<file path="src/rtl/cvr_pkg.sv">
`timescale 1ns/1ps
package cvr_pkg;
   typedef enum logic [2:0] {
      S_IDLE  = 3'd0,
      S_CONV  = 3'd1,
      S_WRISE = 3'd2,
      S_WFALL = 3'd3,
      S_READ  = 3'd4
   } cvr_state_t;

   typedef struct packed {
      logic wide;
      logic stat;
      logic crc;
   } cvr_opts_t;
endpackage

</file>
<file path="src/rtl/cvr_strobe_gen.sv">
`timescale 1ns/1ps
module cvr_strobe_gen #(
   parameter int RD_LOW  = 2,
   parameter int RD_HIGH = 2
) (
   input  logic clk,
   input  logic rst_n,
   input  logic en,
   output logic rd_n,
   output logic cap,
   output logic wend
);
   localparam int MAXPH = (RD_LOW > RD_HIGH) ? RD_LOW : RD_HIGH;
   localparam int CW    = $clog2(MAXPH + 1);

   logic          low_ph;
   logic [CW-1:0] cnt;

   always_ff @(posedge clk or negedge rst_n) begin
      if (!rst_n) begin
         low_ph <= 1'b1;
         cnt    <= '0;
      end else if (!en) begin
         low_ph <= 1'b1;
         cnt    <= '0;
      end else if (low_ph) begin
         if (cnt == CW'(RD_LOW - 1)) begin
            low_ph <= 1'b0;
            cnt    <= '0;
         end else begin
            cnt <= cnt + 1'b1;
         end
      end else begin
         if (cnt == CW'(RD_HIGH - 1)) begin
            low_ph <= 1'b1;
            cnt    <= '0;
         end else begin
            cnt <= cnt + 1'b1;
         end
      end
   end

   assign rd_n = !(en && low_ph);
   assign cap  = en && low_ph && (cnt == CW'(RD_LOW - 1));
   assign wend = en && !low_ph && (cnt == CW'(RD_HIGH - 1));

   // the strobe only rises after a full low phase that ended in a capture
   a_r5_low_width: assert property (@(posedge clk) disable iff (!rst_n)
      $rose(rd_n) |-> $past(cap));
endmodule

</file>
<file path="src/rtl/cvr_word_counter.sv">
`timescale 1ns/1ps
module cvr_word_counter #(
   parameter int IDX_W = 5
) (
   input  logic             clk,
   input  logic             rst_n,
   input  logic             clr,
   input  logic             inc,
   output logic [IDX_W-1:0] idx
);
   always_ff @(posedge clk or negedge rst_n) begin
      if (!rst_n)   idx <= '0;
      else if (clr) idx <= '0;
      else if (inc) idx <= idx + 1'b1;
   end
endmodule

</file>
<file path="src/rtl/adc_conv_readout.sv">
`timescale 1ns/1ps
module adc_conv_readout #(
   parameter int N_CH     = 8,
   parameter int BUS_W    = 16,
   parameter int CONV_LOW = 3,
   parameter int RD_LOW   = 2,
   parameter int RD_HIGH  = 2,
   parameter int IDX_W    = $clog2(3 * N_CH + 2)
) (
   input  logic             clk,
   input  logic             rst_n,
   input  logic             start_req,
   input  logic             opt_wide,
   input  logic             opt_status,
   input  logic             opt_crc,
   input  logic             busy_i,
   input  logic [BUS_W-1:0] bus_i,
   output logic             conv_n,
   output logic             cs_n,
   output logic             rd_n,
   output logic             word_valid,
   output logic [BUS_W-1:0] word_data,
   output logic [IDX_W-1:0] word_idx,
   output logic             first_word,
   output logic             frame_done,
   output logic             overrun
);
   import cvr_pkg::*;

   localparam int CCW = $clog2(CONV_LOW + 1);

   generate
      if (RD_LOW < 1 || RD_HIGH < 1) begin : g_bad_strobe
         $error("strobe phases need at least one cycle each");
      end
      if (CONV_LOW < 1) begin : g_bad_conv
         $error("convert pulse needs at least one cycle");
      end
      if (N_CH < 1 || (3 * N_CH + 1) >= (1 << IDX_W)) begin : g_bad_idx
         $error("IDX_W too narrow for the longest frame");
      end
   endgenerate

   cvr_state_t       state;
   cvr_opts_t        opts;
   logic [CCW-1:0]   ccnt;
   logic [IDX_W-1:0] idx;
   logic [IDX_W-1:0] total;
   logic             rd_en, cap, wend, last_end;

   always_comb begin
      total = IDX_W'(N_CH)
            + (opts.wide ? IDX_W'(N_CH) : '0)
            + (opts.stat ? IDX_W'(N_CH) : '0)
            + IDX_W'(opts.crc);
   end

   assign rd_en    = (state == S_READ);
   assign last_end = wend && (idx == total - 1'b1);

   always_ff @(posedge clk or negedge rst_n) begin
      if (!rst_n) begin
         state   <= S_IDLE;
         opts    <= '0;
         ccnt    <= '0;
         overrun <= 1'b0;
      end else begin
         if (start_req && state != S_IDLE) overrun <= 1'b1;
         unique case (state)
            S_IDLE: if (start_req) begin
               state <= S_CONV;
               ccnt  <= '0;
               opts  <= '{wide: opt_wide, stat: opt_status, crc: opt_crc};
            end
            S_CONV: begin
               if (ccnt == CCW'(CONV_LOW - 1)) state <= S_WRISE;
               else                            ccnt  <= ccnt + 1'b1;
            end
            S_WRISE: if (busy_i)  state <= S_WFALL;
            S_WFALL: if (!busy_i) state <= S_READ;
            S_READ:  if (last_end) state <= S_IDLE;
            default: state <= S_IDLE;
         endcase
      end
   end

   cvr_strobe_gen #(.RD_LOW(RD_LOW), .RD_HIGH(RD_HIGH)) u_strobe (
      .clk(clk), .rst_n(rst_n), .en(rd_en), .rd_n(rd_n), .cap(cap), .wend(wend));

   cvr_word_counter #(.IDX_W(IDX_W)) u_count (
      .clk(clk), .rst_n(rst_n), .clr(!rd_en), .inc(wend), .idx(idx));

   always_ff @(posedge clk or negedge rst_n) begin
      if (!rst_n) begin
         word_valid <= 1'b0;
         word_data  <= '0;
         word_idx   <= '0;
      end else begin
         word_valid <= cap;
         if (cap) begin
            word_data <= bus_i;
            word_idx  <= idx;
         end
      end
   end

   assign conv_n     = (state != S_CONV);
   assign cs_n       = !rd_en;
   assign first_word = rd_en && (idx == '0);
   assign frame_done = rd_en && last_end;

   // convert pulse only begins in answer to a request
   a_r2_conv_on_request: assert property (@(posedge clk) disable iff (!rst_n)
      $fell(conv_n) |-> $past(start_req));
   // chip select never low while the converter reports busy
   a_r3_no_cs_when_busy: assert property (@(posedge clk) disable iff (!rst_n)
      busy_i |-> cs_n);
   // the word counter stays inside the configured frame
   a_r4_idx_in_frame: assert property (@(posedge clk) disable iff (!rst_n)
      !cs_n |-> (idx < total));
   // one valid pulse per captured word
   a_r6_valid_single: assert property (@(posedge clk) disable iff (!rst_n)
      word_valid |=> !word_valid);
   // overrun is sticky
   a_r8_overrun_sticky: assert property (@(posedge clk) disable iff (!rst_n)
      overrun |=> overrun);
   // read strobes only under chip select
   a_r5_rd_under_cs: assert property (@(posedge clk) disable iff (!rst_n)
      !rd_n |-> !cs_n);
endmodule

</file>
<file path="config.mk">
export PLATFORM = sky130hd
export DESIGN_NAME = adc_conv_readout
export DESIGN_NICKNAME = d
export VERILOG_FILES = /design/src/rtl/cvr_pkg.sv /design/src/rtl/cvr_strobe_gen.sv /design/src/rtl/cvr_word_counter.sv /design/src/rtl/adc_conv_readout.sv
export SDC_FILE = /design/constraint.sdc
export NUM_CORES = 1
export LEC_CHECK = 0
export ABC_AREA = 1
export BUFFER_PORTS_ARGS = -buffer_cell sky130_fd_sc_hd__buf_2
export CAP_MARGIN = 10
export CORE_ASPECT_RATIO = 1.25
export CORE_UTILIZATION = 50
export DETAILED_ROUTE_END_ITERATION = 7
export MAX_ROUTING_LAYER = met4
export PLACE_DENSITY = 0.77
export SLEW_MARGIN = 10
export SYNTH_ARGS = -nofsm -noshare
export SYNTH_HDL_FRONTEND = slang
export SYNTH_SLANG_ARGS = --single-unit
</file>
<file path="constraint.sdc">
create_clock -name clk -period 2.35 [get_ports clk]
set_input_delay 0.235 -clock clk [delete_from_list [all_inputs] [get_ports clk]]
set_output_delay 0.235 -clock clk [all_outputs]
set_load 0.02 [all_outputs]
</file>
==> results.cfg <==
[finish]
area_growth_pct = 22.0
antenna_cells = 0
final_nets = 286
drive_above_1_share_pct = 25.8
finalCoreUtilization_pct = 65.5
fill_cells = 302

[timing]
hold_violations = 0
skew_ns = 0.00397
tns_ns = 0
slew_headroom_pct = 42.8
slew_violations = 0
worstMarginPinSlew_ns = 0.858
setup_viol = 0
grt_setup_unrepaired = false
max_freq_mhz = 481
period_share_pct = 88.4
min_period_ns = 2.08

[global_routing]
gr-total-overflow = 0
grt_usage_pct = 19.7
grt_antenna_before_repair = 0
grt_start_max_net_pins = 40
grt_pass1_wl_microns = 5440
grt_pass1_vias = 1255

[floorplanning]
die_width_microns = 55.3
dieArea_sq_um = 3800
fp.dieH_microns = 68.7
pin_count = 51
num_rows = 23
core_sq_um = 3310
start_util_pct = 53.7

[route]
postRouteAntennaNets = 0
drcViolationCount = 0
drt_iter0_markers = 50
vias = 1478
drt-total-wl_microns = 3410
first_pass_iters = 4
viasPerCell = 4.98
wire_per_inst_microns = 11.5

[clocking]
htreeDepth = 2
cts_num_sinks = 39
root_buffer = clkbuf_8
cts_tree = done
cts_hold_buf = 0
clkTransAtPathRegs_ns = 0.07
cts_resized = 0
numCtsBuffers = 5
insertion_delay_ns = 0.29
cts_setup_buffers = 0
clockBufferDepth = 2

[logic_synthesis]
ys_ff_latch = 39
synth_cell_types = 24
ys_warn_count = 0
yosysSeqAreaShare_pct = 55.0
synth_area_leaders = dfrtp_1, nand2_1, o21ai_0
synth_area_sq_um = 1780
yosysTopAreaCellShare_pct = 53.5
yosys.area.top_type = dfrtp_1
synth_area_per_cell_sq_um = 8.67
syn-num-nets = 232
syn-instance-count = 205

[job]
maxCapViolations = 0

[placement]
hpwl_microns = 2390
io_buffers = 50
routabilityCongestion = 0.838

[worst_setup_path]
start_kind = flop
cp_slowest_cell = fa_1
cpPeakStageDelay_ns = 0.58
required_ns = 2.12
crit_chain = fa_1, inv_1, nand2_1, nand2_1, nor2_1, nand3_1, inv_1, buf_2
cp_max_fo = 3
cp_data_arrival_time_ns = 1.84
worstSetupPathType = reg -> out
end_kind = output pin

[pwr]
power_leakage_nw = 1.12
ir_drop_v = 0.000737
power_density_nw_per_um2 = 1180

[status]
status = complete, no violations

[min_path]
min_path_type = in -> async
==> cells in the final DEF (no fill, tap or decap), types with 2 or more instances in the layout <==
cell type / Yosys / routed
a21oi_1: 8 / 8
buf_2: 1 / 50
clkbuf_8: 0 / 6
dfrtp_1: 38 / 38
ha_1: 3 / 3
inv_1: 21 / 21
mux2_2: 2 / 2
nand2_1: 64 / 64
nand2_4: 2 / 2
nand3_1: 10 / 10
nor2_1: 19 / 19
nor3_1: 5 / 5
o21ai_0: 19 / 19
==> where the power goes <==
part           leakage (nW)  internal, mW  total (mW)  switching (mW)
logic                 0.598         0.343       0.981           0.638
clock network        0.0612         0.343       0.573           0.230
registers             0.463         0.885        1.01           0.125
==> layer usage <==
| layer | wire (microns) | track usage (%) | part of all wire (%) |
|---|---|---|---|
| met5 | 0 | - | 0 |
| met4 | 62 | 10.3 | 1.8 |
| met3 | 129 | 5.41 | 3.8 |
| met2 | 1730 | 34.2 | 51 |
| met1 | 1490 | 20.8 | 44 |
==> layout make-up <==
cell class              instances  area (sq um)  area share (%)
clock inverters                 2          35.0            1.62
inverters                      22          82.6            3.81
clock buffers                   6          82.6            3.81
repair buffers                 51           258            11.9
well taps                      37          46.3            2.14
multi-input cells             140           687            31.7
flip-flops and latches         39           977            45.1
==> worst max-delay path, delay by kind of cell (launching register included) <==
| family | cells | cell delay [ns] |
|---|---|---|
| buf+inv | 3 | 0.27 |
| fa+ha+maj | 1 | 0.58 |
| flops | 1 | 0.42 |
| simple gates | 4 | 0.28 |
==> state kept, by name (all words and copies together) (netlist names) <==
name,flops
ccnt,2
opts,3
overrun,1
state,3
u_count.idx,5
u_strobe.cnt,2
u_strobe.low_ph,1
word_data,16
word_idx,5
word_valid,1
==> worst paths after layout <==
path | from | endpoint | slack (ns) | cells past startpoint
worst min register to register | overrun | overrun | 0.46 | 1
worst max-delay path | opts[0] | frame_done | 0.27 | 8
worst max register to register | opts[0] | state[0] | 0.60 | 10
worst min-delay path | rst_n | word_data[1] | 0.05 | 1
max in group asynchronous | rst_n | word_data[9] | 1.77 | 1
min in group clk | bus_i[15] | word_data[15] | 0.14 | 3
==> synthesized netlist by cell type <==
library cell	number
nand3b_1	1
nor4_1	1
fa_1	1
nor3_1	5
nand3_1	10
mux2_2	2
ha_1	3
dfrtp_1	38
nand2_4	2
nor2_1	19
o21ai_0	19
dfstp_2	1
inv_1	21
clkbuf_1	1
a21o_1	1
nor2_8	1
a31oi_1	1
buf_2	1
inv_2	1
nand2_1	64
a21oi_1	8
nor2_2	1
a22o_1	1
buf_6	2
==> kinds of logic (layout without fill, tap and decap cells) <==
| logic type | Yosys count | in the layout | share of synthesized area (%) |
|---|---|---|---|
| and+or+nand+nor | 104 | 104 | 25.3 |
| DFF | 39 | 39 | 55.0 |
| AOI/OAI and AO/OA | 30 | 30 | 8.87 |
| muxes | 2 | 2 | 1.27 |
| adders and majority gates | 4 | 4 | 3.24 |
| buffers and inverters | 26 | 81 | 6.40 |
==> through the flow <==
stage	hold slack, ns	cells	power, mW	worst slack (ns)	cell area (sq um)
after floorplan	-0.0606	205	1.69	0.749	1780
after global placement	0.391	289	1.96	0.657	2050
after detailed placement	0.391	289	2.01	0.592	2050
after CTS	0.0737	297	2.59	0.255	2170
after global routing	0.113	297	2.75	0.160	2170
final	0.0541	297	2.56	0.272	2170
(Power assumes the default switching activity.)
